==> config.mk <==
export PLATFORM = sky130hd
export DESIGN_NAME = slowtick_regfile
export DESIGN_NICKNAME = d
export VERILOG_FILES = /design/src/rtl/rtcfe_pkg.sv /design/src/rtl/rtcfe_stage.sv /design/src/rtl/rtcfe_shadow.sv /design/src/rtl/rtcfe_status.sv /design/src/rtl/slowtick_regfile.sv
export SDC_FILE = /design/constraint.sdc
export NUM_CORES = 1
export LEC_CHECK = 0
export ABC_AREA = 1
export BUFFER_PORTS_ARGS = -buffer_cell sky130_fd_sc_hd__buf_4
export CORE_UTILIZATION = 55
export CTS_BUF_LIST = sky130_fd_sc_hd__clkbuf_8
export DETAILED_ROUTE_END_ITERATION = 6
export PLACE_DENSITY = 0.93
export SLEW_MARGIN = 10
export SYNTH_ARGS = -nofsm -noshare
export SYNTH_HDL_FRONTEND = slang
export SYNTH_SLANG_ARGS = --single-unit
==> constraint.sdc <==
create_clock -name clk -period 3 [get_ports clk]
set_input_delay 0.45 -clock clk [delete_from_list [all_inputs] [get_ports clk]]
set_output_delay 0.45 -clock clk [all_outputs]
set_load 0.01 [all_outputs]
==> src/rtl/rtcfe_pkg.sv <==
package rtcfe_pkg;
   localparam int NUM_SYNC = 5;
   localparam int NUM_EVT  = 7;
   localparam int BIT_DONE = 15;
   localparam int BIT_BUSY = 14;
   // status bits that have storage (done + events)
   localparam logic [15:0] STAT_IMPL = 16'h807F;

   typedef enum logic [2:0] {
      A_TIME   = 3'd0,
      A_ALARM  = 3'd1,
      A_IEN    = 3'd2,
      A_PREN   = 3'd3,
      A_SWATCH = 3'd4,
      A_STAT   = 3'd5
   } reg_addr_e;
endpackage

==> src/rtl/rtcfe_stage.sv <==
module rtcfe_stage #(
   parameter int DATA_W = 32,
   parameter int NSYNC  = 5,
   localparam int IDX_W = $clog2(NSYNC)
) (
   input  logic              clk,
   input  logic              rst_n,
   input  logic              wr_req,
   input  logic [IDX_W-1:0]  wr_idx,
   input  logic [DATA_W-1:0] wr_data,
   input  logic              tick,
   output logic              busy,
   output logic              commit,
   output logic [IDX_W-1:0]  commit_idx,
   output logic [DATA_W-1:0] commit_data
);
   logic              busy_q;
   logic [IDX_W-1:0]  idx_q;
   logic [DATA_W-1:0] data_q;

   always_ff @(posedge clk or negedge rst_n) begin
      if (!rst_n) begin
         busy_q <= 1'b0;
         idx_q  <= '0;
         data_q <= '0;
      end else if (busy_q) begin
         if (tick) busy_q <= 1'b0;
      end else if (wr_req) begin
         busy_q <= 1'b1;
         idx_q  <= wr_idx;
         data_q <= wr_data;
      end
   end

   assign busy        = busy_q;
   assign commit      = busy_q & tick;
   assign commit_idx  = idx_q;
   assign commit_data = data_q;

   AST_BUSY_HOLD: assert property (@(posedge clk) disable iff (!rst_n)
      busy && !tick |=> busy);
   AST_STAGE_FROZEN: assert property (@(posedge clk) disable iff (!rst_n)
      busy |=> $stable(commit_data) && $stable(commit_idx));
   AST_RELEASE: assert property (@(posedge clk) disable iff (!rst_n)
      busy && tick |=> !busy);
endmodule

==> src/rtl/rtcfe_shadow.sv <==
module rtcfe_shadow
   import rtcfe_pkg::*;
#(
   parameter int DATA_W = 32,
   parameter int SW_W   = 16,
   parameter int NSYNC  = 5,
   localparam int IDX_W = $clog2(NSYNC)
) (
   input  logic                          clk,
   input  logic                          rst_n,
   input  logic                          commit,
   input  logic [IDX_W-1:0]              commit_idx,
   input  logic [DATA_W-1:0]             commit_data,
   output logic [NSYNC-1:0][DATA_W-1:0]  q,
   output logic [NSYNC-1:0]              load
);
   function automatic logic [DATA_W-1:0] keep_mask(input int idx);
      case (idx)
         2:       keep_mask = DATA_W'(STAT_IMPL);
         3:       keep_mask = DATA_W'(1);
         4:       keep_mask = {DATA_W{1'b1}} >> (DATA_W - SW_W);
         default: keep_mask = {DATA_W{1'b1}};
      endcase
   endfunction

   for (genvar g = 0; g < NSYNC; g++) begin : g_reg
      localparam logic [DATA_W-1:0] MASK = keep_mask(g);
      logic [DATA_W-1:0] r_q;
      logic              ld_q;
      logic              hit;
      assign hit = commit && (commit_idx == IDX_W'(g));
      always_ff @(posedge clk or negedge rst_n) begin
         if (!rst_n) begin
            r_q  <= '0;
            ld_q <= 1'b0;
         end else begin
            ld_q <= hit;
            if (hit) r_q <= commit_data & MASK;
         end
      end
      assign q[g]    = r_q;
      assign load[g] = ld_q;
   end

   AST_LOAD_ONEHOT: assert property (@(posedge clk) disable iff (!rst_n)
      $onehot0(load));
   AST_REG_STABLE: assert property (@(posedge clk) disable iff (!rst_n)
      !commit |=> $stable(q));
endmodule

==> src/rtl/rtcfe_status.sv <==
module rtcfe_status
   import rtcfe_pkg::*;
#(
   parameter bit IRQ_REG = 1'b0
) (
   input  logic               clk,
   input  logic               rst_n,
   input  logic [NUM_EVT-1:0] evt,
   input  logic               done_set,
   input  logic               clr_we,
   input  logic [15:0]        clr_data,
   input  logic               busy,
   input  logic [15:0]        ien,
   output logic [15:0]        stat_word,
   output logic               irq
);
   logic [15:0] sticky_q;
   logic [15:0] set_v;
   logic [15:0] clr_v;
   logic        irq_raw;

   assign set_v = {done_set, 8'b0, evt};
   assign clr_v = clr_we ? clr_data : 16'h0;

   always_ff @(posedge clk or negedge rst_n) begin
      if (!rst_n) sticky_q <= '0;
      else        sticky_q <= ((sticky_q & ~clr_v) | set_v) & STAT_IMPL;
   end

   assign stat_word = sticky_q | (16'(busy) << BIT_BUSY);
   assign irq_raw   = |(sticky_q & ien & STAT_IMPL);

   if (IRQ_REG) begin : g_irq_ff
      logic irq_q;
      always_ff @(posedge clk or negedge rst_n) begin
         if (!rst_n) irq_q <= 1'b0;
         else        irq_q <= irq_raw;
      end
      assign irq = irq_q;
   end else begin : g_irq_comb
      assign irq = irq_raw;
   end

   AST_EVT_STICK: assert property (@(posedge clk) disable iff (!rst_n)
      |evt |=> ((sticky_q[NUM_EVT-1:0] & $past(evt)) == $past(evt)));
   AST_CLR_NOW: assert property (@(posedge clk) disable iff (!rst_n)
      clr_we && !done_set && (evt == '0) |=> ((sticky_q & $past(clr_data)) == 16'h0));
   AST_IRQ_HOLD: assert property (@(posedge clk) disable iff (!rst_n)
      irq_raw && !clr_we |=> irq_raw || !$stable(ien));
endmodule

==> src/rtl/slowtick_regfile.sv <==
module slowtick_regfile
   import rtcfe_pkg::*;
#(
   parameter int DATA_W  = 32,
   parameter int SW_W    = 16,
   parameter bit IRQ_REG = 1'b0
) (
   input  logic              clk,
   input  logic              rst_n,
   input  logic              tick_i,
   input  logic              bus_sel,
   input  logic              bus_wr,
   input  logic [2:0]        bus_addr,
   input  logic [DATA_W-1:0] bus_wdata,
   output logic [DATA_W-1:0] bus_rdata,
   input  logic [6:0]        evt_i,
   output logic [DATA_W-1:0] time_q,
   output logic [DATA_W-1:0] alarm_q,
   output logic [15:0]       ien_q,
   output logic              pren_q,
   output logic [SW_W-1:0]   swatch_q,
   output logic [4:0]        load_o,
   output logic              irq_o
);
   localparam int IDX_W = $clog2(NUM_SYNC);

   if (DATA_W < 16) begin : g_bad_dw
      $error("DATA_W must be at least 16");
   end
   if (SW_W < 1 || SW_W > DATA_W) begin : g_bad_sw
      $error("SW_W must lie in 1..DATA_W");
   end

   logic                           wr_sync;
   logic                           clr_we;
   logic                           busy;
   logic                           commit;
   logic [IDX_W-1:0]               commit_idx;
   logic [DATA_W-1:0]              commit_data;
   logic [NUM_SYNC-1:0][DATA_W-1:0] sh_q;
   logic [NUM_SYNC-1:0]            sh_load;
   logic [15:0]                    stat_word;

   assign wr_sync = bus_sel && bus_wr && (bus_addr < 3'(NUM_SYNC));
   assign clr_we  = bus_sel && bus_wr && (bus_addr == A_STAT);

   rtcfe_stage #(.DATA_W(DATA_W), .NSYNC(NUM_SYNC)) u_stage (
      .clk         (clk),
      .rst_n       (rst_n),
      .wr_req      (wr_sync),
      .wr_idx      (bus_addr[IDX_W-1:0]),
      .wr_data     (bus_wdata),
      .tick        (tick_i),
      .busy        (busy),
      .commit      (commit),
      .commit_idx  (commit_idx),
      .commit_data (commit_data)
   );

   rtcfe_shadow #(.DATA_W(DATA_W), .SW_W(SW_W), .NSYNC(NUM_SYNC)) u_shadow (
      .clk         (clk),
      .rst_n       (rst_n),
      .commit      (commit),
      .commit_idx  (commit_idx),
      .commit_data (commit_data),
      .q           (sh_q),
      .load        (sh_load)
   );

   rtcfe_status #(.IRQ_REG(IRQ_REG)) u_status (
      .clk       (clk),
      .rst_n     (rst_n),
      .evt       (evt_i),
      .done_set  (commit),
      .clr_we    (clr_we),
      .clr_data  (bus_wdata[15:0]),
      .busy      (busy),
      .ien       (sh_q[A_IEN][15:0]),
      .stat_word (stat_word),
      .irq       (irq_o)
   );

   always_comb begin
      case (bus_addr)
         A_TIME:   bus_rdata = sh_q[0];
         A_ALARM:  bus_rdata = sh_q[1];
         A_IEN:    bus_rdata = sh_q[2];
         A_PREN:   bus_rdata = sh_q[3];
         A_SWATCH: bus_rdata = sh_q[4];
         A_STAT:   bus_rdata = DATA_W'(stat_word);
         default:  bus_rdata = '0;
      endcase
   end

   assign time_q   = sh_q[A_TIME];
   assign alarm_q  = sh_q[A_ALARM];
   assign ien_q    = sh_q[A_IEN][15:0];
   assign pren_q   = sh_q[A_PREN][0];
   assign swatch_q = sh_q[A_SWATCH][SW_W-1:0];
   assign load_o   = sh_load;

   AST_NO_LOAD_IDLE: assert property (@(posedge clk) disable iff (!rst_n)
      !busy |=> (load_o == '0));
   AST_BAD_ADDR_QUIET: assert property (@(posedge clk) disable iff (!rst_n)
      bus_sel && bus_wr && (bus_addr > 3'd5) && !busy |=> !busy);
   AST_PEND_FLAG: assert property (@(posedge clk) disable iff (!rst_n)
      wr_sync && !busy |=> stat_word[BIT_BUSY]);
endmodule

==> results of run 1 <==
==> kinds of logic after synthesis <==
| family | after synthesis | share of synthesized area |
|---|---|---|
| compound gates | 34 | 0.02833 |
| buf+inv | 115 | 0.08341 |
| flops | 138 | 0.5392 |
| other cells | 1 | 0.0005855 |
| simple gates | 517 | 0.3485 |
==> worst register-to-register path, stage by stage (launching register included) <==
cell	delay, ps
sky130_fd_sc_hd__dfrtp_1	560
sky130_fd_sc_hd__nor2_1	320
sky130_fd_sc_hd__nand3_2	560
sky130_fd_sc_hd__nand2_1	240
sky130_fd_sc_hd__o21ai_0	100
==> state kept, by name, indices dropped and copies added, names as in the netlist <==
| signal | count |
|---|---|
| u_status.sticky_q | 8 |
| u_shadow.g.ld_q | 5 |
| u_shadow.g.r_q | 89 |
| u_stage.busy | 1 |
| u_stage.commit_idx | 3 |
| u_stage.commit_data | 32 |
==> cells in the final DEF (no fill, tap or decap), types with 2 or more instances in the layout <==
cell / instances
sky130_fd_sc_hd__nand3_1: 61
sky130_fd_sc_hd__conb_1: 8
sky130_fd_sc_hd__nand2_1: 363
sky130_fd_sc_hd__nand4_1: 65
sky130_fd_sc_hd__o21ai_0: 29
sky130_fd_sc_hd__buf_4: 182
sky130_fd_sc_hd__clkbuf_8: 17
sky130_fd_sc_hd__inv_2: 6
sky130_fd_sc_hd__nor2_1: 19
sky130_fd_sc_hd__dfrtp_1: 138
sky130_fd_sc_hd__clkinvlp_4: 4
sky130_fd_sc_hd__o21ai_1: 4
sky130_fd_sc_hd__nand3_2: 2
sky130_fd_sc_hd__inv_1: 48
sky130_fd_sc_hd__nor3_4: 2
sky130_fd_sc_hd__inv_6: 8
==> stage by stage <==
stage / worst slack (ps) / power (W) / instances / util / area [µm²]
6_report: 473.6 / 0.006605 / 1110 / 0.7079 / 8049
5_1_grt: 343.1 / 0.006976 / 1110 / 0.7079 / 8049
4_1_cts: 527.4 / 0.006592 / 1110 / 0.7079 / 8049
3_5_place_dp: 530.5 / 0.005181 / 1078 / 0.6757 / 7682
3_3_place_gp: 653.7 / 0.005098 / 1078 / 0.6757 / 7682
2_1_floorplan: 1241 / 0.003899 / 812 / - / 6431
==> area by class of cell <==
type | count | area, µm²
sequential | 138 | 3453
fill | 888 | 3321
multi-input combinational | 559 | 2450
timing repair buffer | 184 | 1398
clock buffer | 17 | 234.0
inverter | 54 | 202.7
tap | 143 | 178.9
clock inverter | 15 | 132.6
==> power by group through the flow <==
stage	sequential, W	combinational [W]	clock (W)
CTS	0.00301	0.00216	0.00143
finish	0.00303	0.00215	0.00142
global route	0.00309	0.00238	0.00151
detailed placement	0.00303	0.00215	0
global placement	0.00302	0.00207	0
floorplan	0.00310	0.000796	0
==> metal layers <==
metal	global-route usage	wire length (µm)	part of all wire	vias to the layer above
met2	0.4813	8729	0.48	382
met1	0.4306	7308	0.40	2936
met5	0	0	0	-
met4	0.1267	467	0.026	0
met3	0.05394	1777	0.097	42
li1	-	-	-	2857
==> cell usage after synthesis <==
cell type	number
sky130_fd_sc_hd__nand3_1	61
sky130_fd_sc_hd__dfrtp_1	138
sky130_fd_sc_hd__nor2_2	1
sky130_fd_sc_hd__nand3_2	2
sky130_fd_sc_hd__or2_2	1
sky130_fd_sc_hd__nand2_1	363
sky130_fd_sc_hd__conb_1	1
sky130_fd_sc_hd__buf_4	15
sky130_fd_sc_hd__o21ai_4	1
sky130_fd_sc_hd__buf_2	25
sky130_fd_sc_hd__nor3_4	1
sky130_fd_sc_hd__nor2_1	19
sky130_fd_sc_hd__nor3_2	2
sky130_fd_sc_hd__buf_6	2
sky130_fd_sc_hd__inv_1	48
sky130_fd_sc_hd__o21ai_1	4
sky130_fd_sc_hd__inv_2	6
sky130_fd_sc_hd__o21ai_0	29
sky130_fd_sc_hd__nor2_4	1
sky130_fd_sc_hd__nand4_1	65
sky130_fd_sc_hd__buf_1	2
sky130_fd_sc_hd__nand2_2	1
sky130_fd_sc_hd__clkbuf_1	17
==> how the worst min path moves through the flow <==
stage / from / endpoint / slack [ps] / depth (start not counted)
floorplan: rst_n / u_shadow.g_reg[0].ld_q / 150 / 0
global placement: rst_n / u_shadow.g_reg[0].ld_q / 480 / 1
detailed placement: rst_n / u_shadow.g_reg[0].ld_q / 480 / 1
CTS: rst_n / u_shadow.g_reg[0].ld_q / 10 / 1
global route: rst_n / u_shadow.g_reg[0].ld_q / 30 / 1
finish: rst_n / u_shadow.g_reg[0].r_q[23] / -20 / 1
==> qor.txt, run 1 <==
status -> finished with violations
violated checks -> design-rule violations, negative hold slack
Worst EP required -> 2550 ps
All-Layer GR Usage -> 0.3093
Hold WC Path Type -> input pin to asynchronous set/reset pin
post-CTS repair timing setup buffer count -> 0
number of antenna violations at the first check in global routing -> 0
category of the worst setup path launch point -> input pin
final worst-path cycle share -> 0.8421
post-cts repair resize count -> 0
setup repair after global routing missed its margin -> false
post-synthesis cell type with the largest combined area -> sky130_fd_sc_hd__dfrtp_1
final sum of negative setup slack -> 0 ps
number of vias per cell after detailed routing -> 5.601
#FFs+latches synth -> 138
number of cells on the worst reg-to-reg path -> 4
Comb power frac -> 0.326
slowest stage delay, CP -> 510 ps
count of endpoints failing hold in the final timing report -> 7
site row count -> 39
routed via count -> 6,217
# hold bufs at CTS -> 0
headroom to the max-slew limit -> 0.4820
reg-to-reg critical path endpoint -> u_shadow.g_reg[4].r_q[8]
Clock Latency Late Sink -> 440 ps
proportion of power drawn by the clock network -> 0.215
yosys synthesis warning count -> 0
TritonCTS clock tree -> yes
area fraction of the dominant cell type after synthesis -> 0.5392
share of the yosys chip area belonging to registers -> 0.5392
Worst VDD drop -> 0.3790 mV
vias in the first global route -> 5,586
Syn-to-layout area delta -> 25.67%
placed wire-length estimate after detailed placement -> 12.25 mm
Netlist cell types -> 23
instance count on the critical path -> 7
standby leakage power -> 4.506 nW
wire length of the first global-routing pass -> 28.09 mm
power density normalized to cell area -> 820.6 nW/µm²
share of final-layout standard cells stronger than drive strength 1 -> 0.2399
reg2reg setup slack -> 1090 ps
DRC marker count from the first detailed-route iteration -> 706
antenna-violating nets left -> 0
grt ovf -> 0
num ports -> 182
clock transition time at the flip-flop clock pins of the worst setup and hold paths -> 90 ps
die span in x -> 109.9 µm
layout net count -> 1,001
switching power of the nets -> 0.002545 W
maximum buffer depth of the clock tree -> 2
clk_skew -> 14.79 ps
sequential power share -> 0.459
first-pass iteration count of the detailed router -> 7
clock sink count -> 138
worst-path fanout max -> 24
actual transition at the worst max-transition pin -> 776.1 ps
DIE HEIGHT -> 109.9 µm
clock tree root buffer cell -> sky130_fd_sc_hd__clkbuf_8
antenna cells -> 0
post-detailed-route wirelength per cell -> 16.47 µm
Critical-path top delay cell -> sky130_fd_sc_hd__inv_1
total die area -> 12,080 µm²
TritonCTS Buffers -> 17
top post-synthesis cells by area -> sky130_fd_sc_hd__dfrtp_1 54%, sky130_fd_sc_hd__nand2_1 21%, sky130_fd_sc_hd__nand4_1 6.3%
worst reg2reg path startpoint -> u_stage.commit_idx[1]
crit path DAT -> 2080 ps
wirelength, routed -> 18.28 mm
Max Slew Vio Count -> 0
pin count of the biggest net entering global routing -> 68
Critical Setup Path Class -> input pin to output port
final routed DRC violation total -> 2
Crit path buffers/inverters -> 4
Worst Setup EP -> bus_rdata[12]
smallest hold slack -> -17.80 ps
Final Setup Violations -> 0
starting density of the core -> 0.5633
kind of capture point of the worst setup path -> output port
total core area -> 11,370 µm²
family with the most delay on the worst path -> buffers and inverters
proportion of total power due to net switching -> 0.3853
cell area after synthesis -> 6405 µm²
number of input and output port buffers inserted -> 173
CTS H-tree depth -> 4
Max Cap Viol -> 0
Max Fclk -> 0.3958 GHz
synthesized area per cell -> 7.956 µm²
Power Internal -> 0.004060 W
Critical Path Start -> bus_addr[2]
final critical-path required period -> 2526 ps
placer congestion estimate -> 0.8904
cells along the critical path -> buf_4, inv_1, nand2_1, inv_2, nand2_1, nand3_1, buf_4
post-synthesis cell count -> 805
(Power assumes the default switching activity.)
==> run 2: changes to the inputs <==
- CORE_UTILIZATION: 55 -> 49
- PLACE_DENSITY: 0.93 -> 0.88
- clock period: 3 -> 2.2 ns (I/O delays scaled with it)
==> run 2 against run 1 <==
  * The flow now finishes without violations
  * Register-to-register slack lost 430 ps
  * Worst setup slack lost 110 ps
  * Sequential cell count is the same
  * Sequential share of layout area shrank 1.2 points
  * Utilization shrank 5.5 points
  * Global-route usage shrank 3.5 points
  * Critical path depth shrank 3
  * Die area grew 12%
  * Wire length shrank 0.83%
  * Worst hold slack gained 85 ps
  * Combinational power grew 37%
  * First-iteration DRC count shrank 24%
==> qor.txt, run 2 (synthesized netlist as in run 1, its figures left out) <==
status -> complete, no violations (was finished with violations)
DP Worst Slack -> 398.7 ps (was 530.5 ps)
starting density of the core -> 0.5055 (was 0.5633)
final routed DRC violation total -> 0 (was 2)
number of input and output port buffers inserted -> 173 (unchanged)
total die area -> 13,530 µm² (was 12,080 µm²)
reg-to-reg critical path endpoint -> u_shadow.g_reg[0].r_q[25] (was u_shadow.g_reg[4].r_q[8])
Critical Setup Path Class -> flip-flop to output port (was input pin to output port)
flip-flop count of the largest register, all copies and words added -> 89 (unchanged)
number of vias per cell after detailed routing -> 5.232 (was 5.601)
number of cells on the worst reg-to-reg path -> 6 (was 4)
reg2reg setup slack -> 660 ps (was 1090 ps)
standby leakage power -> 4.609 nW (was 4.506 nW)
routed via count -> 6,017 (was 6,217)
crit path DAT -> 1500 ps (was 2080 ps)
power density normalized to cell area -> 1118 nW/µm² (was 820.6 nW/µm²)
maximum buffer depth of the clock tree -> 2 (unchanged)
DRC marker count from the first detailed-route iteration -> 534 (was 706)
share of final-layout standard cells stronger than drive strength 1 -> 0.2474 (was 0.2399)
All-Layer GR Usage -> 0.2739 (was 0.3093)
num ports -> 182 (unchanged)
clock sink count -> 138 (unchanged)
Hold WC Path Type -> input pin to flip-flop (was input pin to asynchronous set/reset pin)
area occupied by multi-input gates -> 2450 µm² (unchanged)
post-CTS repair timing setup buffer count -> 0 (unchanged)
grt ovf -> 0 (unchanged)
final critical-path required period -> 1833 ps
clk_skew -> 9.577 ps (was 14.79 ps)
category of the worst setup path launch point -> flip-flop (was input pin)
Layout fillers -> 1,069 (was 888)
pin count of the biggest net entering global routing -> 51 (was 68)
vias in the first global route -> 5,554 (was 5,586)
final sum of negative setup slack -> 0 ps (unchanged)
Max Slew Vio Count -> 0 (unchanged)
kind of capture point of the worst setup path -> output port (unchanged)
Max Fclk -> 0.5456 GHz
CTS H-tree depth -> 4 (unchanged)
largest register by flop count -> u_shadow.g.r_q (unchanged)
Syn-to-layout area delta -> 29.19% (was 25.67%)
final worst-path cycle share -> 0.8332
Clock Latency Late Sink -> 430 ps (was 440 ps)
DIE HEIGHT -> 116.3 µm (was 109.9 µm)
number of antenna violations at the first check in global routing -> 0 (unchanged)
min setup slack post-route -> 367.0 ps (was 473.6 ps)
hold-critical path endpoint -> u_status.sticky_q[2]
clock transition time at the flip-flop clock pins of the worst setup and hold paths -> 80 ps (was 90 ps)
Worst EP required -> 1870 ps (was 2550 ps)
# hold bufs at CTS -> 1 (was 0)
Min-Delay Startpoint -> evt_i[2]
antenna cells -> 0 (unchanged)
hold path cells -> 3
clock tree root buffer cell -> sky130_fd_sc_hd__clkbuf_8 (unchanged)
placed wire-length estimate after detailed placement -> 12.77 mm (was 12.25 mm)
die span in x -> 116.3 µm (was 109.9 µm)
wire length of the first global-routing pass -> 28.06 mm (was 28.09 mm)
setup repair after global routing missed its margin -> false (unchanged)
worst reg2reg path startpoint -> u_stage.busy (was u_stage.commit_idx[1])
Max Cap Viol -> 0 (unchanged)
post-cts repair resize count -> 0 (unchanged)
area used by sequential logic in the layout -> 3453 µm² (unchanged)
TritonCTS Buffers -> 17 (unchanged)
count of endpoints failing hold in the final timing report -> 0 (was 7)
TritonCTS clock tree -> yes (unchanged)
Core Util, Final -> 0.6530 (was 0.7079)
Final Setup Violations -> 0 (unchanged)
post-detailed-route wirelength per cell -> 15.77 µm (was 16.47 µm)
Worst VDD drop -> 0.5315 mV (was 0.3790 mV)
most frequent cells in the layout -> 363 x sky130_fd_sc_hd__nand2_1, 191 x sky130_fd_sc_hd__buf_4, 138 x sky130_fd_sc_hd__dfrtp_1 (was 363 x sky130_fd_sc_hd__nand2_1, 182 x sky130_fd_sc_hd__buf_4, 138 x sky130_fd_sc_hd__dfrtp_1)
first-pass iteration count of the detailed router -> 5 (was 7)
total core area -> 12,670 µm² (was 11,370 µm²)
wirelength, routed -> 18.13 mm (was 18.28 mm)
placer congestion estimate -> 0.8822 (was 0.8904)
worst-path fanout max -> 4 (was 24)
commonest non-fill, non-tap cell in the layout -> sky130_fd_sc_hd__nand2_1 (unchanged)
site row count -> 41 (was 39)
layout net count -> 1,014 (was 1,001)
Critical Path Start -> u_shadow.g_reg[2].r_q[0] (was bus_addr[2])
antenna-violating nets left -> 0 (unchanged)
run 2: cell types whose count changed in the layout (fill, tap and decap cells not counted):
| cell | delta |
|---|---|
| sky130_fd_sc_hd__buf_12 | +3 |
| sky130_fd_sc_hd__buf_4 | +9 |
| sky130_fd_sc_hd__bufinv_16 | +3 |
| sky130_fd_sc_hd__clkbuf_8 | +3 |
| sky130_fd_sc_hd__clkinv_4 | +1 |
| sky130_fd_sc_hd__clkinv_8 | -1 |
| sky130_fd_sc_hd__dlygate4sd3_1 | +1 |
| sky130_fd_sc_hd__inv_6 | -7 |
| sky130_fd_sc_hd__inv_8 | -1 |
run 2: area by class of cell:
class / instances / share of cell area
Clock inverter: 10 / 0.01724
Timing Repair Buffer: 197 / 0.1855
Multi-Input combinational cell: 559 / 0.2961
Inverter: 54 / 0.02450
Sequential cell: 138 / 0.4174
Tap cell: 172 / 0.02601
Clock buffer: 20 / 0.03327
run 2: power by group:
part           leakage (nW)  switching (W)  internal, W  total [W]
clock network         0.199       0.000970      0.00120    0.00217
logic                  2.64        0.00153      0.00142    0.00295
registers              1.77       0.000807      0.00332    0.00413
total                  4.61        0.00330      0.00594    0.00925
run 2: worst max-delay path: stages (launching register included):
cell	delay, ps
sky130_fd_sc_hd__dfrtp_1	440
sky130_fd_sc_hd__nand2_1	90
sky130_fd_sc_hd__nand4_1	100
sky130_fd_sc_hd__or2_2	290
sky130_fd_sc_hd__buf_4	150
run 2: stage by stage:
step / std cells / area, µm² / hold WS [ps] / power, W
detailed placement: 1119 / 7846 / 295.3 / 0.007096
floorplan: 812 / 6431 / 34.41 / 0.005317
global route: 1150 / 8274 / 63.71 / 0.009776
CTS: 1150 / 8274 / 60.62 / 0.009256
global placement: 1119 / 7846 / 293.7 / 0.006991
finish: 1150 / 8274 / 67.33 / 0.009249
run 2: how the worst max path moves through the flow:
stage	cells past startpoint	slack [ps]	endpoint
floorplan	8	680	bus_rdata[6]
CTS	4	370	irq_o
finish	4	370	irq_o
detailed placement	7	400	bus_rdata[13]
global placement	7	460	bus_rdata[7]
global route	7	310	bus_rdata[12]
run 2: per-layer routing:
layer / global-route usage / vias to the layer above / routed length, µm
met3: 0.05553 / 33 / 1328
met4: 0.1077 / 0 / 416
met5: 0 / - / 0
li1: - / 2879 / -
met1: 0.3724 / 2834 / 7575
met2: 0.4331 / 271 / 8810
